### config.mk
export PLATFORM = sky130hd
export DESIGN_NAME = pio_buf_ctrl
export DESIGN_NICKNAME = d
export VERILOG_FILES = /design/src/rtl/pio_pkg.sv /design/src/rtl/pio_cmd_dec.sv /design/src/rtl/pio_buf.sv /design/src/rtl/pio_buf_ctrl.sv
export SDC_FILE = /design/constraint.sdc
export NUM_CORES = 1
export LEC_CHECK = 0
export CAP_MARGIN = 20
export CORE_MARGIN = 2
export CORE_UTILIZATION = 45
export DETAILED_ROUTE_END_ITERATION = 16
export SLEW_MARGIN = 20
export SYNTH_ARGS = -nofsm -noshare
export SYNTH_HDL_FRONTEND = slang
export SYNTH_SLANG_ARGS = --single-unit
### constraint.sdc
create_clock -name clk_i -period 6.4 [get_ports clk_i]
set_clock_uncertainty 0.1 [all_clocks]
set_input_delay 1.92 -clock clk_i [delete_from_list [all_inputs] [get_ports clk_i]]
set_output_delay 1.92 -clock clk_i [all_outputs]
set_load 0.05 [all_outputs]
### src/rtl/pio_pkg.sv
package pio_pkg;
  localparam logic [1:0] REG_CMD  = 2'd0;
  localparam logic [1:0] REG_STAT = 2'd1;
  localparam logic [1:0] REG_DIN  = 2'd2;
  localparam logic [1:0] REG_DOUT = 2'd3;

  localparam int unsigned CMD_START = 1;
  localparam int unsigned CMD_FETCH = 2;

  localparam int unsigned ST_BUSY  = 0;
  localparam int unsigned ST_READY = 1;
  localparam int unsigned ST_VALID = 2;
  localparam int unsigned ST_EMPTY = 3;
  localparam int unsigned ST_ERR   = 4;
  localparam int unsigned ST_BITS  = 5;
endpackage

### src/rtl/pio_cmd_dec.sv
module pio_cmd_dec #(
  parameter int unsigned DW = 8
) (
  input  logic          we_i,
  input  logic [1:0]    addr_i,
  input  logic [DW-1:0] wdata_i,
  output logic          start_o,
  output logic          fetch_o
);
  import pio_pkg::*;

  logic cmd_wr;

  assign cmd_wr  = we_i && (addr_i == REG_CMD);
  assign start_o = cmd_wr && (wdata_i == DW'(CMD_START));
  assign fetch_o = cmd_wr && (wdata_i == DW'(CMD_FETCH));
endmodule

### src/rtl/pio_buf.sv
module pio_buf #(
  parameter int unsigned DW    = 8,
  parameter int unsigned DEPTH = 16,
  localparam int unsigned AW   = $clog2(DEPTH)
) (
  input  logic          clk_i,
  input  logic          rst_ni,
  input  logic          wr_en_i,
  input  logic [AW-1:0] wr_addr_i,
  input  logic [DW-1:0] wr_data_i,
  input  logic [AW-1:0] rd_addr_i,
  output logic [DW-1:0] rd_data_o
);
  logic [DW-1:0] mem_q [DEPTH];

  always_ff @(posedge clk_i or negedge rst_ni) begin
    if (!rst_ni) begin
      for (int i = 0; i < DEPTH; i++) mem_q[i] <= '0;
    end else if (wr_en_i) begin
      mem_q[wr_addr_i] <= wr_data_i;
    end
  end

  assign rd_data_o = mem_q[rd_addr_i];
endmodule

### src/rtl/pio_buf_ctrl.sv
module pio_buf_ctrl #(
  parameter int unsigned DW    = 8,
  parameter int unsigned DEPTH = 16
) (
  input  logic          clk_i,
  input  logic          rst_ni,
  input  logic          bus_we_i,
  input  logic          bus_re_i,
  input  logic [1:0]    bus_addr_i,
  input  logic [DW-1:0] bus_wdata_i,
  output logic [DW-1:0] bus_rdata_o,
  output logic          irq_o,
  output logic          dev_req_o,
  input  logic          dev_valid_i,
  input  logic          dev_last_i,
  input  logic [DW-1:0] dev_data_i,
  output logic [DW-1:0] dev_out_o
);
  import pio_pkg::*;

  localparam int unsigned AW = $clog2(DEPTH);
  localparam int unsigned CW = $clog2(DEPTH + 1);

  logic          busy_q, dv_q, err_q, irq_q;
  logic [CW-1:0] wr_cnt_q, rd_cnt_q, remain;
  logic [DW-1:0] data_q, dout_q, buf_rd;
  logic [DW-1:0] stat;
  logic          start, fetch, do_start, do_fetch, fetch_err;
  logic          accept, fill_done, empty, stat_rd, din_rd;

  pio_cmd_dec #(.DW(DW)) u_dec (
    .we_i    (bus_we_i),
    .addr_i  (bus_addr_i),
    .wdata_i (bus_wdata_i),
    .start_o (start),
    .fetch_o (fetch)
  );

  pio_buf #(.DW(DW), .DEPTH(DEPTH)) u_buf (
    .clk_i     (clk_i),
    .rst_ni    (rst_ni),
    .wr_en_i   (accept),
    .wr_addr_i (wr_cnt_q[AW-1:0]),
    .wr_data_i (dev_data_i),
    .rd_addr_i (rd_cnt_q[AW-1:0]),
    .rd_data_o (buf_rd)
  );

  assign remain    = wr_cnt_q - rd_cnt_q;
  assign empty     = (remain == '0);
  assign accept    = busy_q && dev_valid_i;
  assign fill_done = accept && (dev_last_i || (wr_cnt_q == CW'(DEPTH - 1)));
  assign do_start  = start && !busy_q;
  assign do_fetch  = fetch && !busy_q && !empty;
  assign fetch_err = fetch && !busy_q && empty;
  assign stat_rd   = bus_re_i && (bus_addr_i == REG_STAT);
  assign din_rd    = bus_re_i && (bus_addr_i == REG_DIN);

  always_ff @(posedge clk_i or negedge rst_ni) begin
    if (!rst_ni) begin
      busy_q   <= 1'b0;
      wr_cnt_q <= '0;
      rd_cnt_q <= '0;
      dv_q     <= 1'b0;
      err_q    <= 1'b0;
      irq_q    <= 1'b0;
      data_q   <= '0;
      dout_q   <= '0;
    end else begin
      if (do_start) begin
        busy_q   <= 1'b1;
        wr_cnt_q <= '0;
        rd_cnt_q <= '0;
        dv_q     <= 1'b0;
        err_q    <= 1'b0;
      end else begin
        if (fill_done) busy_q <= 1'b0;
        if (accept) wr_cnt_q <= wr_cnt_q + 1'b1;
        if (do_fetch) begin
          data_q   <= buf_rd;
          rd_cnt_q <= rd_cnt_q + 1'b1;
          dv_q     <= 1'b1;
        end else if (din_rd) begin
          dv_q <= 1'b0;
        end
        if (fetch_err) err_q <= 1'b1;
      end
      // completion wins over a same-cycle clear
      if (fill_done)    irq_q <= 1'b1;
      else if (stat_rd) irq_q <= 1'b0;
      if (bus_we_i && (bus_addr_i == REG_DOUT)) dout_q <= bus_wdata_i;
    end
  end

  always_comb begin
    stat           = '0;
    stat[ST_BUSY]  = busy_q;
    stat[ST_READY] = !busy_q && !empty;
    stat[ST_VALID] = dv_q;
    stat[ST_EMPTY] = empty;
    stat[ST_ERR]   = err_q;
  end

  always_comb begin
    case (bus_addr_i)
      REG_STAT: bus_rdata_o = stat;
      REG_DIN:  bus_rdata_o = data_q;
      REG_DOUT: bus_rdata_o = dout_q;
      default:  bus_rdata_o = '0;
    endcase
  end

  assign irq_o     = irq_q;
  assign dev_req_o = busy_q;
  assign dev_out_o = dout_q;
endmodule

### Word-level counts from Yosys, hierarchy flattened

Index checks and enable logic that the tools add are counted.

| operators by class | value |
|---|---|
| add/subtract/negate cells | 3 |
| order comparisons | 3 |
| equality and inequality tests | 6 |
| reductions and logical operators | 26 |
| multiplexer cells | 20 |
| bitwise gates (word level) | 3 |

Operators by type and width:

| cell | count |
|---|---|
| 128-bit bitwise mux | 1 |
| 8-bit binary-select mux with 4-bit select | 1 |
| 8-bit demux with 4-bit select | 1 |
| 8-bit 2-to-1 mux | 3 |
| 8-bit case mux with 3 select lines | 1 |
| 5-bit 2-to-1 mux | 4 |
| 1-bit logical AND | 14 |
| 5-bit by 1-bit adder with 5-bit output, second input constant | 2 |
| 5-bit >= comparator, second input constant | 2 |
| 4-bit inverter with 5-bit output | 2 |
| 2-bit nonzero test | 5 |
| 1-bit 2-to-1 mux | 9 |
| 8-bit by 1-bit equality test with 1-bit output, second input constant | 1 |
| 8-bit by 2-bit equality test with 1-bit output, second input constant | 1 |
| 5-bit by 4-bit equality test with 1-bit output, second input constant | 1 |
| 5-bit logical NOT | 1 |
| 5-bit by 1-bit less-than comparator with 1-bit output, second input constant | 1 |
| 5-bit subtractor | 1 |
| 2-bit equality test, second input constant | 2 |
| 3-bit nonzero test | 1 |
| 2-bit by 1-bit equality test with 1-bit output, second input constant | 1 |
| 1-bit logical NOT | 2 |
| 2-bit logical NOT | 1 |
| 2-bit AND reduction | 1 |
| other kinds (2) | 2 |

| storage, ports and cells | value |
|---|---|
| input bits | 24 |
| output and inout bits | 18 |
| register bits | 158 |

### Longest topological paths before layout

| logic depth | value |
|---|---|
| depth after elaboration | 7 |
| mapped depth | 10 |

### Modules after synthesis

From an unflattened synthesis, not the netlist that was laid out.

| second synthesis, totals | value |
|---|---|
| cells, all modules | 521 |
| area total of the unflattened synthesis | 7567.3 um^2 |

By module, submodules not included:

| module | times used | seq. area each (um^2) | cells an instance | area an instance (um^2) |
|---|---|---|---|---|
| pio_buf | 1 | 3203.1 | 365 | 5915.7 |
| pio_buf_ctrl | 1 | 750.7 | 150 | 1605.3 |
| pio_cmd_dec | 1 | 0.0 | 6 | 46.3 |

### Worst setup path before layout

No wires, ideal clock.

| timing | value |
|---|---|
| path kind | input-to-output |
| from | input port bus_addr_i[0] |
| to | output port bus_rdata_o[1] |
| slack | 291 ps |
| stages | 3 |
| required time | 4380 ps |
| data arrival time | 4089 ps |
| path buffers | 1 |
| cells stage by stage | clkbuf_1 inv_1 o41ai_1 |

| on the way | value |
|---|---|
| word-level cells in the longest chain between the ends | 2 |
| elaborated cells between the ends (all ways) | 4 |
| classes of those cells | eq/ne (3); mux (1) |

Ends and longest elaborated chain:

| what | line | source |
|---|---|---|
| start, declared | pio_buf_ctrl.sv:9 | `input logic [1:0] bus_addr_i,` |
| 2-bit equality test or 2-bit by 1-bit equality test with 1-bit output (tied branches) | pio_buf_ctrl.sv:105 | `case (bus_addr_i)` |
| 8-bit case mux with 3 select lines (*) | pio_buf_ctrl.sv:105 |  |
| end, declared | pio_buf_ctrl.sv:11 | `output logic [DW-1:0] bus_rdata_o,` |

Mark *: on every way between the ends. The rest lies on a longest branch, timed or not.

### Final worst setup path

| timing | value |
|---|---|
| from | input port bus_addr_i[1] |
| to | output port bus_rdata_o[5] |

The elaborated chain is that of the path after synthesis.

==> results_dict.tcl <==
set metrics [dict create \
    syn_area_per_cell_um2 14.36 \
    drt-initial-drc-count 262 \
    crit_start "bus_addr_i[1]" \
    synthFlopType "dfrtp_1" \
    worst_slew_pin_slew_ns 0.8960 \
    fillCellCount 1385 \
    period_needed_ns 5.704 \
    finalMaxSlewViolations 0 \
    initial_core_util_pct 45.52 \
    yosys-top-cells-count "dfrtp_1 (158), mux2_2 (139), mux4_2 (24), nand2_1 (24), mux2i_1 (20)" \
    cts_root_buf "clkbuf_16" \
    grt_pass1_vias 4709 \
    numCtsBuffers 17 \
    period_share_pct 89.12 \
    p_total_mw 2.412 \
    leakage_nw 3.996 \
    first_pass_iters 4 \
    post_cts_buffers 0 \
    numPortBuffers 41 \
    cts_hold_buf 0 \
    finalSetupTns_ns 0 \
    final_net_count 596 \
    cts_tree "built" \
    synth-edff-count 0 \
    status "completed" \
    clock_latency_ns 0.41 \
    yosysSeqAreaShare_pct 52.94 \
    pwr-share-comb_pct 10.8 \
    netlist.area_leader.share_pct 52.94 \
    intPower_mw 1.840 \
    arrival_ns 3.68 \
    syn_nets 554 \
    synth_cell_types 46 \
    vias_per_cell 5.587 \
    fmax_mhz 175.3 \
    worst_setup_path_start_kind "input port" \
    clockBufferDepth 2 \
    ctsResizeCount 0 \
    antenna_found_initial 0 \
    worstReg2RegEnd "data_q[3]" \
    reg2regPathDepth 8 \
    layout-drive-gt1-share_pct 40.42 \
    synthCells 520 \
    crit_path_max_fanout 13 \
    die_area_um2 17640 \
    r2r_slack_ns 3.26 \
    rows 47 \
    crit_type "input port to primary output" \
    dr_total_vias 4436 \
    p_sw_uw 571.8 \
    worstHoldStart "irq_o" \
    grt_pass1_wl_um 26150 \
    irDropWorstVdd_mv 0.2104 \
    maxSlewHeadroom_pct 40.05 \
    critical_path.endpoint_type "primary output" \
    cp.required_ns 4.38 \
    synth_seq_cells 158 \
    rsz0062_at_grt "false" \
    finalHoldViolCount 0 \
    wire_per_inst_um 20.15 \
    clk_pin_slew_worst_paths_ns 0.06 \
    pin_count 42 \
    grt_overflow 0 \
    dp.cells 763 \
    yosysMostFrequentCell "dfrtp_1" \
    hold_path_class "flop to flop" \
    place.gp.congestion 0.7853 \
    diodes 0 \
    place_hpwl_um 11000 \
    setup_viol_count_final 0 \
    power_density_nw_per_um2 276.9 \
    syn_area_um2 7468 \
    fin_area_um2 8711 \
    htreeDepth 4 \
    drt-total-wl_um 16000 \
    cap_violations 0 \
    ant_nets 0 \
    drcViolationCount 0 \
    clockPowerShare_pct 45.6 \
    ys_top_cells_by_area "dfrtp_1 (53%), mux2_2 (21%), mux4_2 (7.2%)" \
    yosysTopAreaCell "dfrtp_1" \
    fin_cells 794 \
    placed_area_um2 8065 \
    ys_warn_count 0 \
    switching_share_pct 23.71 \
    grt_usage_pct 19.38 \
    syn_to_final_growth_pct 16.64 \
    core_area_um2 16410 \
    die_h_um 132.8 \
    grt_start_max_net_pins 81 \
    synthArstFlopShare_pct 100.0 \
    worstReg2RegStart "rd_cnt_q[1]" \
    p_seq_share_pct 43.6 \
    cts.sinks 158 \
    endpoint "bus_rdata_o[5]" \
    fp.dieW_um 132.8 \
]
routing by layer:
metal / part of all wire, % / global-route usage (%) / vias to the layer above
li1: - / - / 2007
met1: 47 / 26.85 / 2317
met2: 48 / 30.28 / 91
met3: 3.1 / 4.061 / 21
met4: 2.1 / 7.228 / 0
met5: 0 / 0 / -
worst min path at each step:
stage,depth (start not counted),to
CTS,1,u_buf.mem_q[41]
floorplan,1,u_buf.mem_q[41]
detailed placement,1,u_buf.mem_q[41]
global placement,1,u_buf.mem_q[41]
finish,2,irq_o
global route,2,irq_o
state kept, by name (all words and copies together), names as in the netlist, 5 cells and up:
signal       flops
dev_out_o        8
data_q           8
wr_cnt_q         5
u_buf.mem_q    128
rd_cnt_q         5
layout by cell type (no fill, tap or decap), drive strengths merged, types with 4 or more instances in the layout:
cell type / instances
dfrtp: 158
mux2: 150
clkdlybuf4s50: 35
nand2: 24
mux4: 24
nor2: 24
mux2i: 20
clkbuf: 20
buf: 12
nand3: 10
ha: 10
o21ai: 10
inv: 9
a22oi: 8
a221oi: 8
nor2b: 5
bufinv: 5
clkinv: 5
a22o: 4
cell families after synthesis:
kind of cell	after synthesis	synth area share, %
muxes	194	32.94
xor gates and xnor gates	4	0.4692
DFF	158	52.94
and+or+nand+nor	76	5.395
AOI/OAI and AO/OA	44	4.423
adders and majority gates	10	1.675
buffers and inverters	34	2.161
stage by stage:
stage          util, %  setup slack (ns)  hold WS, ns
6_report         53.09            0.6962       0.3891
5_1_grt          53.09            0.6172       0.4129
4_1_cts          53.09            0.6954       0.3880
3_5_place_dp     49.16            0.7003       0.3746
3_3_place_gp     49.16            0.7487       0.3635
2_1_floorplan        -            0.2909       0.3524
critical path, cell delays in order:
cell,delay (ns)
clkdlybuf4s50_1,0.75
nor2b_1,0.20
clkdlybuf4s50_1,0.81
power by group through the flow:
stage                     sequential [mW]  combinational, mW  clock, mW
after global placement               1.07              0.257          0
after detailed placement             1.07              0.262          0
after global routing                 1.06              0.283       1.17
after CTS                            1.05              0.263       1.12
final                                1.05              0.260       1.10
after floorplan                      1.10              0.129          0
final cells by class:
cell class | count | area, um^2 | area share (%)
clock buffers | 20 | 456.7 | 5.243
clock inverters | 11 | 188.9 | 2.169
inverters | 10 | 37.54 | 0.4309
multi-input cells | 328 | 3353 | 38.49
flip-flops and latches | 158 | 3955 | 45.40
well taps | 220 | 275.3 | 3.160
repair buffers | 47 | 444.2 | 5.099
Power figures use the tool's default switching activity.
